==> src/rtl/sleep_pkg.sv <==
package sleep_pkg;

  localparam logic [2:0] MODE_IDLE  = 3'd0;
  localparam logic [2:0] MODE_ADCNR = 3'd1;
  localparam logic [2:0] MODE_PDOWN = 3'd2;
  localparam logic [2:0] MODE_PSAVE = 3'd3;
  localparam logic [2:0] MODE_POFF  = 3'd4;

  typedef enum logic [1:0] {
    ST_RUN   = 2'd0,
    ST_SLEEP = 2'd1,
    ST_WAKE  = 2'd2
  } sleepState_t;

  // strobes from control to datapath
  typedef struct packed {
    logic enter;  // latch the mode code
    logic wake;   // load the halt counter
    logic lock;   // block register writes
  } ctlStrobe_t;

  function automatic logic modeLegal(input logic [2:0] m);
    return m <= MODE_POFF;
  endfunction

endpackage

==> src/rtl/sleep_dp.sv <==
module sleep_dp
  import sleep_pkg::*;
#(
  parameter int ARM_CYCLES  = 4,
  parameter int HALT_EXTRA  = 4,
  parameter int START_ADCNR = 2,
  parameter int START_PSAVE = 6,
  parameter int START_PDOWN = 8,
  parameter int START_POFF  = 10
) (
  input  logic       clk,
  input  logic       rstN,
  input  logic       regWrEn,
  input  logic [3:0] regWrLow,
  input  ctlStrobe_t strobe,
  output logic [7:0] regRdData,
  output logic       ctlEn,
  output logic [2:0] ctlMode,
  output logic [2:0] heldMode,
  output logic       wakeLast
);

  localparam int MAX_AB    = (START_ADCNR > START_PSAVE) ? START_ADCNR : START_PSAVE;
  localparam int MAX_CD    = (START_PDOWN > START_POFF) ? START_PDOWN : START_POFF;
  localparam int MAX_START = (MAX_AB > MAX_CD) ? MAX_AB : MAX_CD;
  localparam int WAKE_W    = $clog2(MAX_START + HALT_EXTRA + 1);
  localparam int ARM_W     = $clog2(ARM_CYCLES + 1);

  logic [ARM_W-1:0]  armCnt;
  logic [WAKE_W-1:0] wakeCnt;
  logic [WAKE_W-1:0] wakeLoad;
  logic              wrOk;
  logic              armLoad;

  assign wrOk    = regWrEn && !strobe.lock;
  assign armLoad = (regWrLow[3:1] == MODE_POFF) && regWrLow[0];

  // control register with self-clearing arm window
  always_ff @(posedge clk or negedge rstN) begin
    if (!rstN) begin
      ctlMode <= MODE_IDLE;
      ctlEn   <= 1'b0;
      armCnt  <= '0;
    end else if (wrOk) begin
      ctlMode <= regWrLow[3:1];
      ctlEn   <= regWrLow[0];
      armCnt  <= armLoad ? ARM_W'(ARM_CYCLES) : '0;
    end else if (armCnt != '0) begin
      armCnt <= armCnt - 1'b1;
      if (armCnt == ARM_W'(1)) begin
        ctlMode <= MODE_IDLE;
        ctlEn   <= 1'b0;
      end
    end
  end

  assign regRdData = {4'b0000, ctlMode, ctlEn};

  // mode latched at entry
  always_ff @(posedge clk or negedge rstN) begin
    if (!rstN)             heldMode <= MODE_IDLE;
    else if (strobe.enter) heldMode <= ctlMode;
  end

  always_comb begin
    case (heldMode)
      MODE_ADCNR: wakeLoad = WAKE_W'(START_ADCNR + HALT_EXTRA);
      MODE_PSAVE: wakeLoad = WAKE_W'(START_PSAVE + HALT_EXTRA);
      MODE_PDOWN: wakeLoad = WAKE_W'(START_PDOWN + HALT_EXTRA);
      MODE_POFF:  wakeLoad = WAKE_W'(START_POFF + HALT_EXTRA);
      default:    wakeLoad = WAKE_W'(HALT_EXTRA);
    endcase
  end

  always_ff @(posedge clk or negedge rstN) begin
    if (!rstN)                wakeCnt <= '0;
    else if (strobe.wake)     wakeCnt <= wakeLoad;
    else if (wakeCnt != '0)   wakeCnt <= wakeCnt - 1'b1;
  end

  assign wakeLast = (wakeCnt == WAKE_W'(1));

endmodule

==> src/rtl/sleep_fsm.sv <==
module sleep_fsm
  import sleep_pkg::*;
#(
  parameter int NUM_CLK = 4
) (
  input  logic               clk,
  input  logic               rstN,
  input  logic               sleepPulse,
  input  logic               irqWake,
  input  logic               rstWake,
  input  logic               ctlEn,
  input  logic [2:0]         ctlMode,
  input  logic [2:0]         heldMode,
  input  logic               wakeLast,
  output ctlStrobe_t         strobe,
  output logic               sleeping,
  output logic               cpuHalt,
  output logic               resetReq,
  output logic [NUM_CLK-1:0] clkEn
);

  sleepState_t state;
  logic        rstCause;
  logic [2:0]  depth;
  logic [2:0]  gateDepth;

  always_comb begin
    strobe.enter = (state == ST_RUN) && sleepPulse && ctlEn && modeLegal(ctlMode);
    strobe.wake  = (state == ST_SLEEP) && (irqWake || rstWake);
    strobe.lock  = (state != ST_RUN);
  end

  always_ff @(posedge clk or negedge rstN) begin
    if (!rstN) begin
      state    <= ST_RUN;
      rstCause <= 1'b0;
      resetReq <= 1'b0;
    end else begin
      resetReq <= (state == ST_WAKE) && wakeLast &&
                  (rstCause || heldMode == MODE_POFF);
      case (state)
        ST_RUN:   if (strobe.enter) state <= ST_SLEEP;
        ST_SLEEP: if (strobe.wake) begin
                    state    <= ST_WAKE;
                    rstCause <= rstWake;
                  end
        ST_WAKE:  if (wakeLast) state <= ST_RUN;
        default:  state <= ST_RUN;
      endcase
    end
  end

  assign sleeping = (state != ST_RUN);
  assign cpuHalt  = (state != ST_RUN);

  // gating depth: clock i stops when depth exceeds i
  always_comb begin
    case (heldMode)
      MODE_IDLE:  depth = 3'd1;
      MODE_ADCNR: depth = 3'd2;
      MODE_PSAVE: depth = 3'd3;
      default:    depth = 3'd4;
    endcase
    gateDepth = (state == ST_SLEEP) ? depth : 3'd0;
  end

  for (genvar i = 0; i < NUM_CLK; i++) begin : g_clk
    assign clkEn[i] = !(gateDepth > 3'(i));
  end

endmodule

==> src/rtl/sleep_ctl.sv <==
module sleep_ctl
  import sleep_pkg::*;
#(
  parameter int ARM_CYCLES  = 4,
  parameter int HALT_EXTRA  = 4,
  parameter int START_ADCNR = 2,
  parameter int START_PSAVE = 6,
  parameter int START_PDOWN = 8,
  parameter int START_POFF  = 10
) (
  input  logic       clk,
  input  logic       rstN,
  input  logic       regWrEn,
  input  logic [7:0] regWrData,
  output logic [7:0] regRdData,
  input  logic       sleepPulse,
  input  logic       irqWake,
  input  logic       rstWake,
  output logic       sleeping,
  output logic [2:0] activeMode,
  output logic       cpuHalt,
  output logic       clkEnCpu,
  output logic       clkEnIo,
  output logic       clkEnAdc,
  output logic       clkEnAsync,
  output logic       resetReq
);

  localparam int NUM_CLK = 4;

  ctlStrobe_t         strobe;
  logic               ctlEn;
  logic [2:0]         ctlMode;
  logic [2:0]         heldMode;
  logic               wakeLast;
  logic [NUM_CLK-1:0] clkEn;
  logic [3:0]         unusedHi;

  assign unusedHi = regWrData[7:4];

  sleep_dp #(
    .ARM_CYCLES (ARM_CYCLES),
    .HALT_EXTRA (HALT_EXTRA),
    .START_ADCNR(START_ADCNR),
    .START_PSAVE(START_PSAVE),
    .START_PDOWN(START_PDOWN),
    .START_POFF (START_POFF)
  ) dp_i (
    .clk      (clk),
    .rstN     (rstN),
    .regWrEn  (regWrEn),
    .regWrLow (regWrData[3:0]),
    .strobe   (strobe),
    .regRdData(regRdData),
    .ctlEn    (ctlEn),
    .ctlMode  (ctlMode),
    .heldMode (heldMode),
    .wakeLast (wakeLast)
  );

  sleep_fsm #(.NUM_CLK(NUM_CLK)) fsm_i (
    .clk       (clk),
    .rstN      (rstN),
    .sleepPulse(sleepPulse),
    .irqWake   (irqWake),
    .rstWake   (rstWake),
    .ctlEn     (ctlEn),
    .ctlMode   (ctlMode),
    .heldMode  (heldMode),
    .wakeLast  (wakeLast),
    .strobe    (strobe),
    .sleeping  (sleeping),
    .cpuHalt   (cpuHalt),
    .resetReq  (resetReq),
    .clkEn     (clkEn)
  );

  assign activeMode = heldMode;
  assign clkEnCpu   = clkEn[0];
  assign clkEnIo    = clkEn[1];
  assign clkEnAdc   = clkEn[2];
  assign clkEnAsync = clkEn[3];

endmodule

==> config.mk <==
export PLATFORM = sky130hd
export DESIGN_NAME = sleep_ctl
export DESIGN_NICKNAME = d
export VERILOG_FILES = /design/src/rtl/sleep_pkg.sv /design/src/rtl/sleep_dp.sv /design/src/rtl/sleep_fsm.sv /design/src/rtl/sleep_ctl.sv
export SDC_FILE = /design/constraint.sdc
export NUM_CORES = 1
export LEC_CHECK = 0
export ABC_AREA = 1
export BUFFER_PORTS_ARGS = -buffer_cell sky130_fd_sc_hd__buf_2
export CAP_MARGIN = 20
export CORE_MARGIN = 4
export CORE_UTILIZATION = 48
export DETAILED_ROUTE_END_ITERATION = 8
export PLACE_DENSITY = 0.76
export SYNTH_ARGS = -nofsm -noshare
export SYNTH_HDL_FRONTEND = slang
export SYNTH_SLANG_ARGS = --single-unit
==> constraint.sdc <==
create_clock -name clk -period 1.5 [get_ports clk]
set_input_delay 0.075 -clock clk [delete_from_list [all_inputs] [get_ports clk]]
set_output_delay 0.075 -clock clk [all_outputs]
set_load 0.05 [all_outputs]
# ---- Word-level counts from Yosys, hierarchy flattened
# Cells that the tools add are included.
dict set report totals {
  wordCells 71
  regBits 18
}
dict set report op_classes {
  magnitude_cmp 5
  eq_ne 12
  n_reduce_logical 26
  muxes 18
  add_sub_neg 2
}
# cell n
set ops {}
lappend ops {{$mux 3} 7}
lappend ops {{$pmux 4 s4} 1}
lappend ops {{$pmux 3 s3} 1}
lappend ops {{$logic_and 1x1->1} 8}
lappend ops {{$mux 4} 2}
lappend ops {{$reduce_bool 2->1} 4}
lappend ops {{$eq 3x1->1 const B} 2}
lappend ops {{$eq 3x2->1 const B} 2}
lappend ops {{$eq 3x3->1 const B} 2}
lappend ops {{$gt 3x1->1 const B} 2}
lappend ops {{$gt 3x2->1 const B} 2}
lappend ops {{$mux 2} 3}
lappend ops {{$pmux 2 s3} 1}
lappend ops {{$logic_not 1->1} 5}
lappend ops {{$eq 4x1->1 const B} 1}
lappend ops {{$ne 2x2->1 const B} 2}
lappend ops {{$reduce_and 2->1} 2}
lappend ops {{$reduce_bool 4->1} 1}
lappend ops {{$sub 4x1->4 const B} 1}
lappend ops {{$le 3x3->1 const B} 1}
lappend ops {{$logic_not 3->1} 1}
lappend ops {{$mux 1} 3}
lappend ops {{$reduce_and 3->1} 1}
lappend ops {{$reduce_bool 3->1} 1}
lappend ops {{6 further kinds} 7}

# ---- Depth between registers and ports, before layout
# Gate-level depths: netlist of the first run.
dict set report depth {
  word_depth 6
  ltp_mapped 8
}

# ---- Cells and area by module
# From an unflattened synthesis of the first run, not the netlist that was laid out.
dict set report hier_totals {
  hier_cells 146
  area_unflattened_um2 1106.1
}
# module area_per_inst_um2 instances cells_each
set modules_own_cells {}
lappend modules_own_cells {sleep_dp 834.6 1 106}
lappend modules_own_cells {sleep_fsm 271.5 1 40}

# ---- Worst setup path before layout of the first run
# OpenSTA, ideal clock, no wires.
dict set report synth_path {
  kind {flip-flop to output port}
  startpoint {reg dp_i.heldMode[1]}
  endpoint {out clkEnAdc}
  stages_incl_launch_ff 2
  required_time_ns 1.425
  arrival_time_ns 1.769
  setup_slack_ns -0.344
  path_cell_list {dfrtp_1 o21ai_0}
}
dict set report synth_between {
  elab_chain_len 5
}
# item line
set synth_lines {}
lappend synth_lines {{start, declared} sleep_dp.sv:19} ;# output logic [2:0] heldMode,
lappend synth_lines {{start signal, assigned} sleep_dp.sv:62} ;# else if (strobe.enter) heldMode <= ctlMode;
lappend synth_lines {{$eq 3x2->1 (tied with other cells)} sleep_fsm.sv:58} ;# case (heldMode)
lappend synth_lines {{$pmux 3 s3 (*)} sleep_fsm.sv:58}
lappend synth_lines {{$mux 3 (*)} sleep_fsm.sv:64} ;# gateDepth = (state == ST_SLEEP) ? depth : 3'd0;
lappend synth_lines {{$gt 3x2->1 (*)} sleep_fsm.sv:68} ;# assign clkEn[i] = !(gateDepth > 3'(i));
lappend synth_lines {{$logic_not 1->1 (*)} sleep_fsm.sv:68}
lappend synth_lines {{end, declared} sleep_ctl.sv:24} ;# output logic clkEnAdc,
# Every way passes the cells marked *; elsewhere a longest branch is shown, timed or not.

# ---- Worst setup path after layout of the first run
dict set report layout_path {
  startpoint {reg dp_i.heldMode[1]}
  endpoint {out clkEnAsync}
}
dict set report layout_between {
  elab_chain_len 5
}
# item line
set layout_lines {}
lappend layout_lines {{$eq 3x2->1 (tied with other cells)} sleep_fsm.sv:58}
lappend layout_lines {{$pmux 3 s3 (*)} sleep_fsm.sv:58}
lappend layout_lines {{$mux 3 (*)} sleep_fsm.sv:64}
lappend layout_lines {{$gt 3x2->1 (*)} sleep_fsm.sv:68}
lappend layout_lines {{$logic_not 1->1 (*)} sleep_fsm.sv:68}
lappend layout_lines {{end, declared} sleep_ctl.sv:25} ;# output logic clkEnAsync,
# Marks and branches as above.

==> PnR_summary.wiki, run 1 <==
{| class="wikitable"
! Metric !! Value
|-
| Result of the run || complete, no violations
|-
| Post-Synth Adder-Cell Area || 0.0710
|-
| Startpoint Class || flip-flop
|-
| Final setup viols || 0
|-
| Reg2Reg Depth || 6
|-
| End point of the critical path || clkEnAsync
|-
| Clock tree from TritonCTS || built
|-
| Post-detail-place hpwl || ~1600 µm
|-
| Max Buffers Root-to-Sink || 2
|-
| Maximum clock skew at final layout || 0.00510 ns
|-
| Routed wire per std cell || between 10 and 15 µm
|-
| Max-cap violations || 0
|-
| Total clock buffers created by CTS || 3
|-
| IO Port Bufs || 23
|-
| Leakage Power || ~0.68 nW
|-
| Grt ovf || 0
|-
| Commonest non-fill, non-tap cell in the layout || nand2_1
|-
| Startpoint of the lowest-slack register-to-register path || dp_i.wakeCnt[0]
|-
| Count of clock tree sinks || 18
|-
| Via count of the first global-routing pass || roughly 870
|-
| Final-stage net count || between 150 and 200
|-
| Fraction of synthesized area in multiplexers || 0
|-
| Synth Area in Compound Gates || 0.0888
|-
| Cells after synthesis || 138
|-
| Register bit total from synthesis || 18
|-
| Maximum number of pins on one net before global-route repair || 19
|-
| Die width || 54.9 µm
|-
| Die area || between 3000 and 4000 µm²
|-
| Minimum setup slack among reg-to-reg paths || 0.31 ns
|-
| Number of placed I/O pins || 32
|-
| Worst VDD drop || 1590 µV
|-
| Inserted Diodes || 0
|-
| Via density || 4.81
|-
| Initial Utilization || 0.523
|-
| Worst Path Max Fanout || 6
|-
| Sequential cell fraction of total power || 0.313
|-
| Critical register-to-register path endpoint || dp_i.wakeCnt[2]
|-
| Number of vias after detailed routing || about 900
|-
| Setup crit end kind || primary output
|-
| Clock power share || 0.081
|-
| Antenna violations before repair || 0
|-
| Total power divided by cell area || 2400 nW/µm²
|-
| Number of pins exceeding their max-slew limit in the final report || 0
|-
| Switching Fraction || 0.551
|-
| Dominant combinational cell family by area after synthesis || simple AND/OR/NAND/NOR gates
|-
| Maximum achievable frequency || 727 MHz
|-
| Class of the tightest hold or removal check || in2reg
|-
| Core Box Area || around 2000 µm²
|-
| Post-DP Area || about 1200 µm²
|-
| Average instance area after synthesis || 7.66 µm²
|-
| Required time of the worst setup path || roughly 1.4 ns
|-
| H-Tree Depth || 1
|-
| Switching Power || about 1.6 mW
|-
| Mapped Area || 1060 µm²
|-
| Distinct cell type count of the synthesized netlist || 21
|-
| Worst path arrival time || 1.30 ns
|-
| Area fraction in and, or, nand and nor cells after synthesis || 0.297
|-
| Layout fillers || approximately 190
|-
| Combinational share of power || 0.606
|-
| Setup total negative slack || 0 ns
|-
| Commonest cells after routing, fill and taps aside || nand2_1, buf_2, inv_1, dfrtp_1, nor2_1
|-
| Drc violations || 0
|-
| Clock Pin Slew Worst Setup and Hold Paths || roughly 0.090 ns
|-
| Final std cell area, no fill || about 1200 µm²
|-
| Share of post-route cells with drive strength above 1 || 0.235
|-
| Type of the setup path with the least slack || reg2out
|-
| Wire length of the first global-routing pass || between 3000 and 4000 µm
|-
| Total iterations of the first detailed-routing run || 6
|-
| First-iteration detailed-routing DRC count || 12
|-
| Worst setup startpoint || dp_i.heldMode[1]
|-
| RSZ-0062 raised after global routing || false
|-
| Cell Rows || 16
|-
| Share of the clock period used by the worst path || 0.917
|-
| Share of synthesized area occupied by flip-flops and latches || 0.426
|-
| Ys Warns || 0
|-
| All-layer global routing usage || 0.164
|-
| Tmin final || approximately 1.4 ns
|-
| Clk_lat worst skew || 0.29 ns
|-
| Internal Pwr Total || approximately 1.3 mW
|-
| Routed wire length || just over 2000 µm
|-
| Hold Vio Cnt, Final || 0
|-
| Placer's final routability congestion estimate || 0.806
|-
| Library cell used as clock root buffer || clkbuf_4
|-
| Antenna violation net count after detailed routing || 0
|-
| Die Y || ~55 µm
|-
| Post-Synth XOR/XNOR Area || 0
|-
| Area grow syn2layout || 14.7%
|}
==> registers in the layout, summed over array words and instances (netlist names) <==
signal	flops
fsm_i.resetReq	1
fsm_i.state	2
dp_i.wakeCnt	4
dp_i.armCnt	3
dp_i.ctlEn	1
fsm_i.rstCause	1
dp_i.heldMode	3
dp_i.ctlMode	3
==> per-layer routing <==
metal / global-route usage / up-vias / wire (µm)
met5: 0 / - / 0
met4: 0.0729 / 0 / 10
met3: 0.0241 / 2 / 101
met2: 0.299 / 26 / 1040
met1: 0.189 / 414 / 905
li1: - / 468 / -
==> how the worst min path moves through the flow <==
| stage | startpoint | to | slack (ns) | depth (start not counted) |
|---|---|---|---|---|
| 2_1_floorplan | rstN | dp_i.armCnt[0] | -0.22 | 0 |
| 3_3_place_gp | rstN | fsm_i.rstCause | 0.02 | 1 |
| 3_5_place_dp | rstN | fsm_i.rstCause | 0.03 | 1 |
| 4_1_cts | regWrData[3] | dp_i.ctlMode[2] | 0.03 | 3 |
| 5_1_grt | regWrData[0] | dp_i.ctlEn | 0.07 | 3 |
| 6_report | regWrData[3] | dp_i.ctlMode[2] | 0.03 | 3 |
==> final cells by class <==
class                   instances  area, µm²  share of cell area
repair buffers                 24        130               0.107
well taps                      27       33.8              0.0279
multi-input cells              97        500               0.413
inverters                      20       75.1              0.0619
flip-flops and latches         18        450               0.372
clock buffers                   3       22.5              0.0186
==> critical path, cell delays in order (launching register included) <==
cell	delay, ns
dfrtp_1	0.46
nor2_2	0.17
nand2_1	0.09
nand3_1	0.07
clkbuf_4	0.22
==> through the flow <==
stage | utilization | setup WS [ns] | hold WS [ns] | instances | power (mW)
CTS | 0.596 | 0.0599 | 0.0326 | 189 | 2.92
floorplan | - | 0.0372 | -0.221 | 141 | 2.34
global route | 0.600 | 0.0191 | 0.0653 | 189 | 3.19
finish | 0.600 | 0.124 | 0.0317 | 189 | 2.91
global placement | 0.580 | 0.367 | 0.0242 | 185 | 2.61
detailed placement | 0.580 | 0.320 | 0.0275 | 185 | 2.67
==> synthesized netlist by cell type (all sizes together) <==
cell type / instances / area share
o21ai: 10 / 0.047
nor3: 1 / 0.0047
nand2: 40 / 0.16
dfrtp: 18 / 0.43
conb: 1 / 0.0035
o211a: 1 / 0.0095
inv: 20 / 0.071
nand3: 10 / 0.047
buf: 6 / 0.043
o22ai: 2 / 0.012
nand3b: 1 / 0.0071
nor2: 19 / 0.079
a21boi: 1 / 0.011
a21oi: 2 / 0.0095
ha: 6 / 0.071
==> kinds of logic (layout without fill, tap and decap cells) <==
logic type                 after synthesis  in the layout
adders and majority gates                6              6
and+or+nand+nor                         71             71
AOI/OAI and AO/OA                       16             16
DFF                                     18             18
other                                    1              4
buffers and inverters                   26             47
==> power groups by stage <==
stage / logic (mW) / registers, mW / clock network, mW
after global placement: 1.71 / 0.897 / 0
after floorplan: 1.18 / 1.16 / 0
after global routing: 1.97 / 0.952 / 0.264
after detailed placement: 1.76 / 0.913 / 0
after CTS: 1.77 / 0.903 / 0.245
final: 1.76 / 0.910 / 0.236
==> what timing repair did <==
action / CTS / global route
setup buffers: 0 / 0
endpoints found under the hold margin: 18 / 0
endpoints found under the setup margin: 0 / 2
hold buffers: 1 / 0
gates resized for setup: 0 / 3
(Power assumes the default switching activity.)
==> inputs of run 2 (changes only) <==
--- a/config.mk
+++ b/config.mk
@@ -8,7 +8,7 @@
 export ABC_AREA = 1
 export BUFFER_PORTS_ARGS = -buffer_cell sky130_fd_sc_hd__buf_2
 export CAP_MARGIN = 20
-export CORE_MARGIN = 4
+export CORE_MARGIN = 2
 export CORE_UTILIZATION = 48
 export DETAILED_ROUTE_END_ITERATION = 8
 export PLACE_DENSITY = 0.76
==> PnR_summary.wiki, run 2 (same netlist as run 1, synthesis figures left out) <==
{| class="wikitable"
! Metric !! Value
|-
| Result of the run || complete, no violations
|-
| Hold Vio Cnt, Final || 0 (unchanged)
|-
| Final setup viols || 0 (unchanged)
|-
| Tmin final || 1.36 ns (-0.0124 ns)
|-
| Number of placed I/O pins || 32 (unchanged)
|-
| Commonest non-fill, non-tap cell in the layout || nand2_1
|-
| Final WS setup || 0.137 ns (+0.0124 ns)
|-
| Via count of the first global-routing pass || 850 (-2.1%)
|-
| Maximum number of pins on one net before global-route repair || 19 (unchanged)
|-
| Share of the clock period used by the worst path || 0.909 (-0.00829)
|-
| Minimum hold slack || 0.0201 ns (-0.0117 ns)
|-
| Total iterations of the first detailed-routing run || 4 (-2)
|-
| Number of pins exceeding their max-slew limit in the final report || 0 (unchanged)
|-
| Final std cell area, no fill || 1230 µm² (+1.1%)
|-
| Switching Power || 1.62 mW (+1.2%)
|-
| Setup slack at placement || 0.309 ns (-0.0111 ns)
|-
| All-layer global routing usage || 0.187 (+0.0225)
|-
| Maximum clock skew at final layout || 0.00400 ns (-0.00110 ns)
|-
| Die area || 2590 µm² (-14%)
|-
| Wire length of the first global-routing pass || 3580 µm (+0.20%)
|-
| Die Y || 50.9 µm (-7.3%)
|-
| Share of post-route cells with drive strength above 1 || 0.239 (+0.00470)
|-
| H-Tree Depth || 1 (unchanged)
|-
| Routed wire length || 2040 µm (-0.83%)
|-
| Commonest cells after routing, fill and taps aside || nand2_1, buf_2, inv_1, dfrtp_1, nor2_1
|-
| Maximum achievable frequency || 734 MHz (+0.91%)
|-
| Antenna violation net count after detailed routing || 0 (unchanged)
|-
| Clock power share || 0.103 (+0.022)
|-
| Core Box Area || 2020 µm² (unchanged)
|-
| Type of the setup path with the least slack || reg2out
|-
| IO Port Bufs || 23 (unchanged)
|-
| Max Buffers Root-to-Sink || 2 (unchanged)
|-
| Count of clock tree sinks || 18 (unchanged)
|-
| Instance count after placement with tap cells included || 185 (unchanged)
|-
| Antenna violations before repair || 0 (unchanged)
|-
| RSZ-0062 raised after global routing || false
|-
| Setup crit end kind || primary output
|-
| Reg2Reg Depth || 5 (-1)
|-
| Post-detail-place hpwl || 1580 µm (-3.7%)
|-
| Internal Pwr Total || 1.36 mW (+4.1%)
|-
| Class of the tightest hold or removal check || in2reg
|-
| Total power divided by cell area || 2430 nW/µm² (+1.4%)
|-
| Number of vias after detailed routing || 922 (+1.3%)
|-
| Sequential cell fraction of total power || 0.308 (-0.005)
|-
| Fin cells || 190 (+0.53%)
|-
| First-iteration detailed-routing DRC count || 12 (unchanged)
|-
| Setup total negative slack || 0 ns (unchanged)
|-
| Worst path arrival time || 1.29 ns (about the same)
|-
| Cell Rows || 16 (unchanged)
|-
| Flip-flop count of the largest register, all copies and words added || 4 (unchanged)
|-
| Required time of the worst setup path || 1.42 ns (about the same)
|-
| Area grow syn2layout || 16.0%
|-
| Combinational share of power || 0.590 (-0.016)
|-
| Post-DP Area || 1170 µm² (unchanged)
|-
| Clk_lat worst skew || 0.30 ns (about the same)
|-
| Max-cap violations || 0 (unchanged)
|-
| Startpoint Class || flip-flop
|-
| Worst VDD drop || 1650 µV (+3.8%)
|-
| Grt ovf || 0 (unchanged)
|-
| Routed wire per std cell || 10.7 µm (-1.4%)
|-
| Via density || 4.85 (+0.79%)
|-
| Library cell used as clock root buffer || clkbuf_4
|-
| Inserted Diodes || 0 (unchanged)
|-
| Total clock buffers created by CTS || 3 (unchanged)
|-
| Placer's final routability congestion estimate || 0.855 (+6.1%)
|-
| Worst Path Max Fanout || 6 (unchanged)
|-
| Initial Utilization || 0.523 (unchanged)
|-
| Largest Register || dp_i.wakeCnt
|-
| Clock Pin Slew Worst Setup and Hold Paths || 0.11 ns (+0.02 ns)
|-
| Die width || 50.9 µm (-7.3%)
|-
| Cell depth of the worst min-delay path || 3 (unchanged)
|-
| Drc violations || 0 (unchanged)
|-
| Final-stage net count || 184 (unchanged)
|-
| Leakage Power || 0.692 nW (+1.1%)
|-
| Switching Fraction || 0.544 (-0.00689)
|-
| Clock tree from TritonCTS || built
|}
==> run 2: cell types whose count changed in the layout (fill, tap and decap cells not counted), sizes merged <==
cell | before | now
clkbuf | 5 | 6
==> run 2: what timing repair did <==
item                                    4_1_cts  5_1_grt
hold buffers                                  1        0
resized for setup                             0        3
hold endpoints to repair                     18        0
endpoints found under the setup margin        0        2
setup buffers                                 0        0
==> run 2: power by group through the flow <==
| stage | registers (mW) | clock network, mW | logic [mW] |
|---|---|---|---|
| global placement | 0.901 | 0 | 1.71 |
| CTS | 0.911 | 0.316 | 1.76 |
| floorplan | 1.16 | 0 | 1.18 |
| finish | 0.917 | 0.306 | 1.76 |
| global route | 0.956 | 0.335 | 1.96 |
| detailed placement | 0.916 | 0 | 1.75 |
==> run 2: final timing paths <==
path | start | endpoint | slack (ns)
setup / recovery | dp_i.heldMode[1] | clkEnIo | 0.14
hold / removal | regWrData[3] | dp_i.ctlMode[2] | 0.02
setup reg to reg | dp_i.armCnt[0] | dp_i.ctlMode[0] | 0.29
hold reg to reg | fsm_i.rstCause | fsm_i.rstCause | 0.51
max in group asynchronous | rstN | dp_i.wakeCnt[3] | 1.00
min in group asynchronous | rstN | dp_i.heldMode[0] | 0.22
==> run 2: routing by layer <==
metal  vias to the layer above  part of all wire  track usage
li1                        471                 -            -
met2                        24              0.49        0.318
met4                         0             0.013       0.0541
met1                       422              0.44        0.224
met5                         -                 0            0
met3                         5             0.062       0.0614
==> run 2: area by class of cell <==
cell class | count | area (µm²)
clock buffers | 4 | 36.3
fillers | 190 | 796
inverters | 20 | 75.1
multi-input cells | 97 | 500
flip-flops and latches | 18 | 450
well taps | 27 | 33.8
repair buffers | 24 | 130
==> run 2: worst max-delay path, cell delays in order, from the launching register on <==
cell	delay, ns
dfrtp_1	0.45
nor2_2	0.16
nand2_1	0.08
nand2_1	0.07
clkbuf_4	0.22
==> run 2: stage by stage <==
stage / power [mW] / util
after floorplan: 2.34 / -
after global placement: 2.61 / 0.580
after detailed placement: 2.66 / 0.580
after CTS: 2.99 / 0.603
after global routing: 3.25 / 0.606
final: 2.98 / 0.606
